`config.mk`:
```
export PLATFORM = sky130hd
export DESIGN_NAME = fan_zone_duty
export DESIGN_NICKNAME = d
export VERILOG_FILES = /design/src/rtl/fan_zone_pkg.sv /design/src/rtl/fzd_curve.sv /design/src/rtl/fzd_spin_timer.sv /design/src/rtl/fan_zone_duty.sv
export SDC_FILE = /design/constraint.sdc
export NUM_CORES = 1
export LEC_CHECK = 0
export CAP_MARGIN = 0
export CORE_MARGIN = 2
export CORE_UTILIZATION = 40
export CTS_BUF_LIST = sky130_fd_sc_hd__clkbuf_8
export DETAILED_ROUTE_END_ITERATION = 6
export DONT_BUFFER_PORTS = 1
export HOLD_SLACK_MARGIN = 0.12
export PLACE_DENSITY = 0.61
export SYNTH_ARGS = -nofsm -noshare
export SYNTH_HDL_FRONTEND = slang
export SYNTH_SLANG_ARGS = --single-unit
```
`constraint.sdc`:
```
create_clock -name clk -period 4.3 [get_ports clk]
set_input_delay 0.43 -clock clk [delete_from_list [all_inputs] [get_ports clk]]
set_output_delay 0.43 -clock clk [all_outputs]
set_load 0.02 [all_outputs]
```
`src/rtl/fan_zone_pkg.sv`:
```
package fan_zone_pkg;
    typedef enum logic [2:0] {
        FZ_IDLE     = 3'd0,
        FZ_OFF      = 3'd1,
        FZ_SPIN     = 3'd2,
        FZ_ON       = 3'd3,
        FZ_MANUAL   = 3'd4,
        FZ_DISABLED = 3'd5
    } fz_state_e;
endpackage

```
`src/rtl/fzd_curve.sv`:
```
module fzd_curve #(
    parameter int TW = 8,
    parameter int DW = 8
) (
    input  logic [TW-1:0] temp,
    input  logic [TW-1:0] t_start,
    input  logic [TW-1:0] t_span,
    input  logic [DW-1:0] floor_duty,
    input  logic [TW-1:0] abs_limit,
    input  logic [TW-1:0] hyst,
    input  logic          off_below,
    input  logic          fan_on,
    output logic          want_on,
    output logic [DW-1:0] duty_on
);
    localparam int PW = DW + TW;
    localparam logic [DW-1:0] FULL = {DW{1'b1}};

    logic          abs_hit;
    logic [TW:0]   top_t;
    logic [TW-1:0] stop_t;
    logic [TW-1:0] delta;
    logic [DW-1:0] span_d;
    logic [TW-1:0] divisor;
    logic [PW-1:0] prod;
    logic [PW-1:0] quot;
    logic [PW:0]   sum;

    always_comb begin
        abs_hit = (temp >= abs_limit);
        top_t   = {1'b0, t_start} + {1'b0, t_span};
        stop_t  = (t_start > hyst) ? (t_start - hyst) : '0;
        want_on = abs_hit || !off_below || (temp >= t_start)
                  || (fan_on && (temp >= stop_t));

        delta   = temp - t_start;
        span_d  = FULL - floor_duty;
        divisor = (t_span == '0) ? {{(TW-1){1'b0}}, 1'b1} : t_span;
        prod    = {{TW{1'b0}}, span_d} * {{DW{1'b0}}, delta};
        quot    = prod / {{DW{1'b0}}, divisor};
        sum     = {1'b0, quot} + {{(TW+1){1'b0}}, floor_duty};

        if (abs_hit || ({1'b0, temp} >= top_t))
            duty_on = FULL;
        else if (temp >= t_start)
            duty_on = (sum > {{(TW+1){1'b0}}, FULL}) ? FULL : sum[DW-1:0];
        else
            duty_on = floor_duty;
    end
endmodule

```
`src/rtl/fzd_spin_timer.sv`:
```
module fzd_spin_timer #(
    parameter int SW = 16
) (
    input  logic          clk,
    input  logic          rst_n,
    input  logic          active,
    input  logic [SW-1:0] limit,
    input  logic          early,
    output logic          done
);
    logic [SW-1:0] cnt;

    assign done = early || (({1'b0, cnt} + 1'b1) >= {1'b0, limit});

    always_ff @(posedge clk or negedge rst_n) begin
        if (!rst_n)      cnt <= '0;
        else if (active) cnt <= cnt + 1'b1;
        else             cnt <= '0;
    end

    // while kicking, the count never reaches the programmed length
    a_r6_cnt_bound: assert property (@(posedge clk) disable iff (!rst_n)
        active |-> ((cnt < limit) || (cnt == '0)));
endmodule

```
`src/rtl/fan_zone_duty.sv`:
```
module fan_zone_duty
    import fan_zone_pkg::*;
#(
    parameter int TW = 8,
    parameter int DW = 8,
    parameter int SW = 16
) (
    input  logic          clk,
    input  logic          rst_n,
    input  logic          run,
    input  logic          manual_en,
    input  logic [DW-1:0] manual_duty,
    input  logic          fan_disable,
    input  logic          off_below,
    input  logic [TW-1:0] zone_temp,
    input  logic [TW-1:0] t_start,
    input  logic [TW-1:0] t_span,
    input  logic [DW-1:0] floor_duty,
    input  logic [TW-1:0] abs_limit,
    input  logic [TW-1:0] hyst,
    input  logic [SW-1:0] spin_cycles,
    input  logic          spin_reduce_en,
    input  logic          tach_ok,
    output logic [DW-1:0] duty,
    output logic          spin_active
);
    localparam logic [DW-1:0] FULL = {DW{1'b1}};

    fz_state_e     state_q, state_n;
    logic          want_on, fan_on, spin_done;
    logic [DW-1:0] curve_duty;

    assign fan_on = (state_q == FZ_ON) || (state_q == FZ_SPIN);

    fzd_curve #(.TW(TW), .DW(DW)) u_curve (
        .temp(zone_temp), .t_start(t_start), .t_span(t_span),
        .floor_duty(floor_duty), .abs_limit(abs_limit), .hyst(hyst),
        .off_below(off_below), .fan_on(fan_on),
        .want_on(want_on), .duty_on(curve_duty)
    );

    fzd_spin_timer #(.SW(SW)) u_spin (
        .clk(clk), .rst_n(rst_n), .active(state_q == FZ_SPIN),
        .limit(spin_cycles), .early(spin_reduce_en && tach_ok),
        .done(spin_done)
    );

    always_comb begin
        state_n = state_q;
        if (!run)
            state_n = FZ_IDLE;
        else if (fan_disable)
            state_n = FZ_DISABLED;
        else if (manual_en)
            state_n = FZ_MANUAL;
        else begin
            unique case (state_q)
                FZ_IDLE, FZ_MANUAL: state_n = want_on ? FZ_ON : FZ_OFF;
                FZ_OFF, FZ_DISABLED: state_n = want_on ? FZ_SPIN : FZ_OFF;
                FZ_SPIN:            state_n = spin_done ? FZ_ON : FZ_SPIN;
                FZ_ON:              state_n = want_on ? FZ_ON : FZ_OFF;
                default:            state_n = FZ_IDLE;
            endcase
        end
    end

    always_ff @(posedge clk or negedge rst_n) begin
        if (!rst_n) state_q <= FZ_IDLE;
        else        state_q <= state_n;
    end

    always_ff @(posedge clk or negedge rst_n) begin
        if (!rst_n) begin
            duty        <= FULL;
            spin_active <= 1'b0;
        end else begin
            spin_active <= (state_n == FZ_SPIN);
            unique case (state_n)
                FZ_IDLE, FZ_SPIN:    duty <= FULL;
                FZ_OFF, FZ_DISABLED: duty <= '0;
                FZ_MANUAL:           duty <= manual_duty;
                FZ_ON:               duty <= curve_duty;
                default:             duty <= FULL;
            endcase
        end
    end

    a_r1_idle_full: assert property (@(posedge clk) disable iff (!rst_n)
        !run |=> (duty == FULL) && !spin_active);
    a_r2_floor: assert property (@(posedge clk) disable iff (!rst_n)
        (state_q == FZ_ON) |-> (duty >= $past(floor_duty)));
    a_r6_spin_full: assert property (@(posedge clk) disable iff (!rst_n)
        spin_active |-> (duty == FULL));
    a_r8_abs_full: assert property (@(posedge clk) disable iff (!rst_n)
        (run && !fan_disable && !manual_en && (zone_temp >= abs_limit))
        |=> (duty == FULL));
    a_r9_manual_pass: assert property (@(posedge clk) disable iff (!rst_n)
        (run && !fan_disable && manual_en)
        |=> (duty == $past(manual_duty)) && !spin_active);
    a_r10_disable_zero: assert property (@(posedge clk) disable iff (!rst_n)
        (run && fan_disable) |=> (duty == '0) && !spin_active);
endmodule

```
==> run summary <==
EDFF count, synth - 0
endpoints failing setup - 8
Syn. warnings - 0
Top FF cell, synth - dfrtp_1
Root Buffer - clkbuf_8
vias in the first global route - 12964
hold_ws - 0.2197 ns
# DRC - 0
post-layout util - 62.65%
CP endpoint kind - register
Post-Syn Instances - 1475
Synth Area in Compound Gates - 24.83%
Core Box Area - 27780 um^2
maximum clock path buffer count - 2
starting DRC count in detailed routing - 712
Detail Route Antenna Nets - 0
initial antenna violation count - 0
Die Area - 29530 um^2
fin area - 17410 um^2
CP peak stage delay - 0.56 ns
Crit. Startpoint - t_start[1]
Hold Path Class - in -> reg
HP Start - run
fmax - 0.02985 GHz
Reg2Reg Launch Point - u_spin.cnt[0]
n_diodes - 0
Final Worst Setup Slack - -29.20 ns
Multi-input gate area - 11140 um^2
crit path kind - in -> reg
CTS tree - built
Worst slew margin - 45.60%
Top delay family on crit path - compound AO/OA/AOI/OAI gates
Placed Cells - 2277
Nets - 2371
most frequent cells in the layout - buf_4 (575), ha_1 (184), nor2_1 (146)
leading post-synthesis cells by cell area - ha_1 (23%), fa_1 (7.1%), nor2_1 (5.3%)
post-synthesis async set-or-reset flop share - 100.0%
register clock-pin slew on the reported worst setup and hold paths - 0.09 ns
overall routing resource usage - 25.05%
mapped cell area - 11270 um^2
routed vias - 12926
number of buffers added on ports - 0
crit path max fanout - 8
most area-hungry cell type in the Yosys netlist - ha_1
largest family of logic cells by synthesized area - adder cells
Synth Net Count - 1806
FF+latch count, synth - 28
Seq/Total Area, Yosys - 6.308%
gpl congestion - 0.8823
first-pass GRT wire length - 61340 um
Routed WL - 38270 um
storage element area - 710.7 um^2
first-pass detailed-route iteration total - 7
Layout Skew - 0.002877 ns
Crit path buffers/inverters - 17
maxcap violations - 0
H-Tree Depth - 1
Num CTS Buffers - 3
initial core utilization - 40.56%
Synth Area in Adders - 30.63%
worst reg2reg setup slack - 0.34 ns
Worst path slowest cell - fa_1
placed cell areas - 15570 um^2
proportion of layout cells with a drive suffix above 1 - 40.95%
violated checks - negative setup slack
filler instances - 2346
unrepaired setup endpoints after global routing - true
commonest non-fill, non-tap cell in the layout - buf_4
Worst-Skew Late Latency - 0.27 ns
Ports - 89
largest net degree at the start of global routing - 29
Avg Vias per Cell - 5.348
Pins Over Slew Limit - 0
die height - 171.8 um
fin crit period - 33.50 ns
Sink Count - 28
Synth Area per Inst - 7.639 um^2
count of unique library cells instantiated by Yosys - 91
Final HPWL DP - 29940 um
status - finished, violations left
simple-gate share of the synthesized area - 21.97%
row cnt - 61
grt total ovfl - 0
Fin. Hold Viols - 0
Post-Synth XOR/XNOR Area - 6.685%
Worst setup SP type - primary input
post-synthesis to final-layout area growth - 54.48%
Least-Margin Pin Slew - 0.8101 ns
Req. time, crit path - 4.50 ns
Worst Path Arrival - 33.71 ns
period utilisation layout - 779.2%
Die X-Extent - 171.8 um
post-synthesis mux area share - 3.587%
drt wl/cell - 15.83 um
Synth top area share - 23.43%
non-filler cells in the finished layout - 2417
==> worst register-to-register path, cell delays in order (launching register included) <==
cell and delay, ns:
dfrtp_1 0.42, ha_1 0.34, ha_1 0.30, nor2b_1 0.14, o21a_1 0.16, o21a_1 0.18, o21a_1 0.18, o21a_1 0.17
o21a_1 0.16, o21a_1 0.16, o21a_1 0.16, o21a_1 0.16, o21a_1 0.16, o21a_1 0.15, o21ai_0 0.14, nand2b_1 0.08
a21oi_1 0.16, o311a_1 0.22, o41ai_1 0.09, buf_4 0.17, a21oi_2 0.18
==> metrics by stage <==
step	TNS, ns	worst slack, ns
finish	-233.11	-29.20
global route	-246.23	-30.82
CTS	-230.27	-28.85
detailed placement	-238.47	-29.79
global placement	-233.45	-29.18
floorplan	-236.08	-29.52
==> synthesized netlist by cell type, drive strengths merged (4+ instances only) <==
| cell | instances |
|---|---|
| and3 | 11 |
| dfrtp | 20 |
| a21oi | 85 |
| inv | 151 |
| and4 | 4 |
| a211oi | 19 |
| dfstp | 8 |
| o31ai | 21 |
| clkbuf | 18 |
| a21boi | 9 |
| nand2 | 90 |
| nor2 | 161 |
| xnor2 | 48 |
| xor2 | 38 |
| and2 | 6 |
| or4 | 4 |
| a211o | 5 |
| a22oi | 5 |
| o21bai | 6 |
| o21ai | 75 |
| nor4 | 5 |
| nor3 | 50 |
| o211ai | 7 |
| a21o | 40 |
| o22ai | 6 |
| mux2i | 13 |
| or2 | 20 |
| mux2 | 24 |
| a31oi | 18 |
| buf | 6 |
| nand3 | 22 |
| or3 | 16 |
| o21a | 54 |
| nand4 | 19 |
| fa | 40 |
| o22a | 6 |
| nor2b | 40 |
| o211a | 9 |
| nand2b | 28 |
| nand4b | 4 |
| ha | 211 |
==> layout make-up <==
cell class                 instances  area share [%]
sequential                        28           4.083
clock buffer                       4          0.3163
tap                              378           2.717
timing repair buffer             584           25.43
inverter                         151           3.436
multi-input combinational       1272           64.02
==> worst paths after layout <==
check	to	cells past startpoint
min in group asynchronous	spin_active	2
hold reg to reg	u_spin.cnt[0]	1
max in group asynchronous	duty[5]	2
hold / removal	duty[1]	1
setup / recovery	duty[5]	181
setup reg to reg	duty[5]	20
==> kinds of logic (layout without fill, tap and decap cells) <==
group           count (synthesis)  after routing
compound gates                404            404
xor+xnor                       86             86
fa+ha+maj                     252            252
buf+inv                       175            739
flops                          28             28
mux                            37             37
simple gates                  493            493
==> registers in the layout, summed over array words and instances (netlist names) <==
signal	flops
spin_active	1
u_spin.cnt	16
duty	8
state_q	3
==> layer usage <==
layer / vias up / part of all wire, % / global-route usage (%)
li1: 6434 / - / -
met1: 6127 / 46 / 33.26
met5: - / 0 / 0
met2: 307 / 49 / 45.05
met3: 58 / 3.4 / 1.381
met4: 0 / 1.7 / 4.677
==> repair_timing <==
action                                  4_1_cts  5_1_grt
hold buffers                                  2        0
endpoints found under the setup margin        9       10
pin swaps                                   121      129
buffers inserted                             92       42
endpoints found under the hold margin        28        0
resized for setup                            71       73
Power is not shown: default switching activity piles up to over one toggle a cycle in this logic, so the estimate is an artifact.
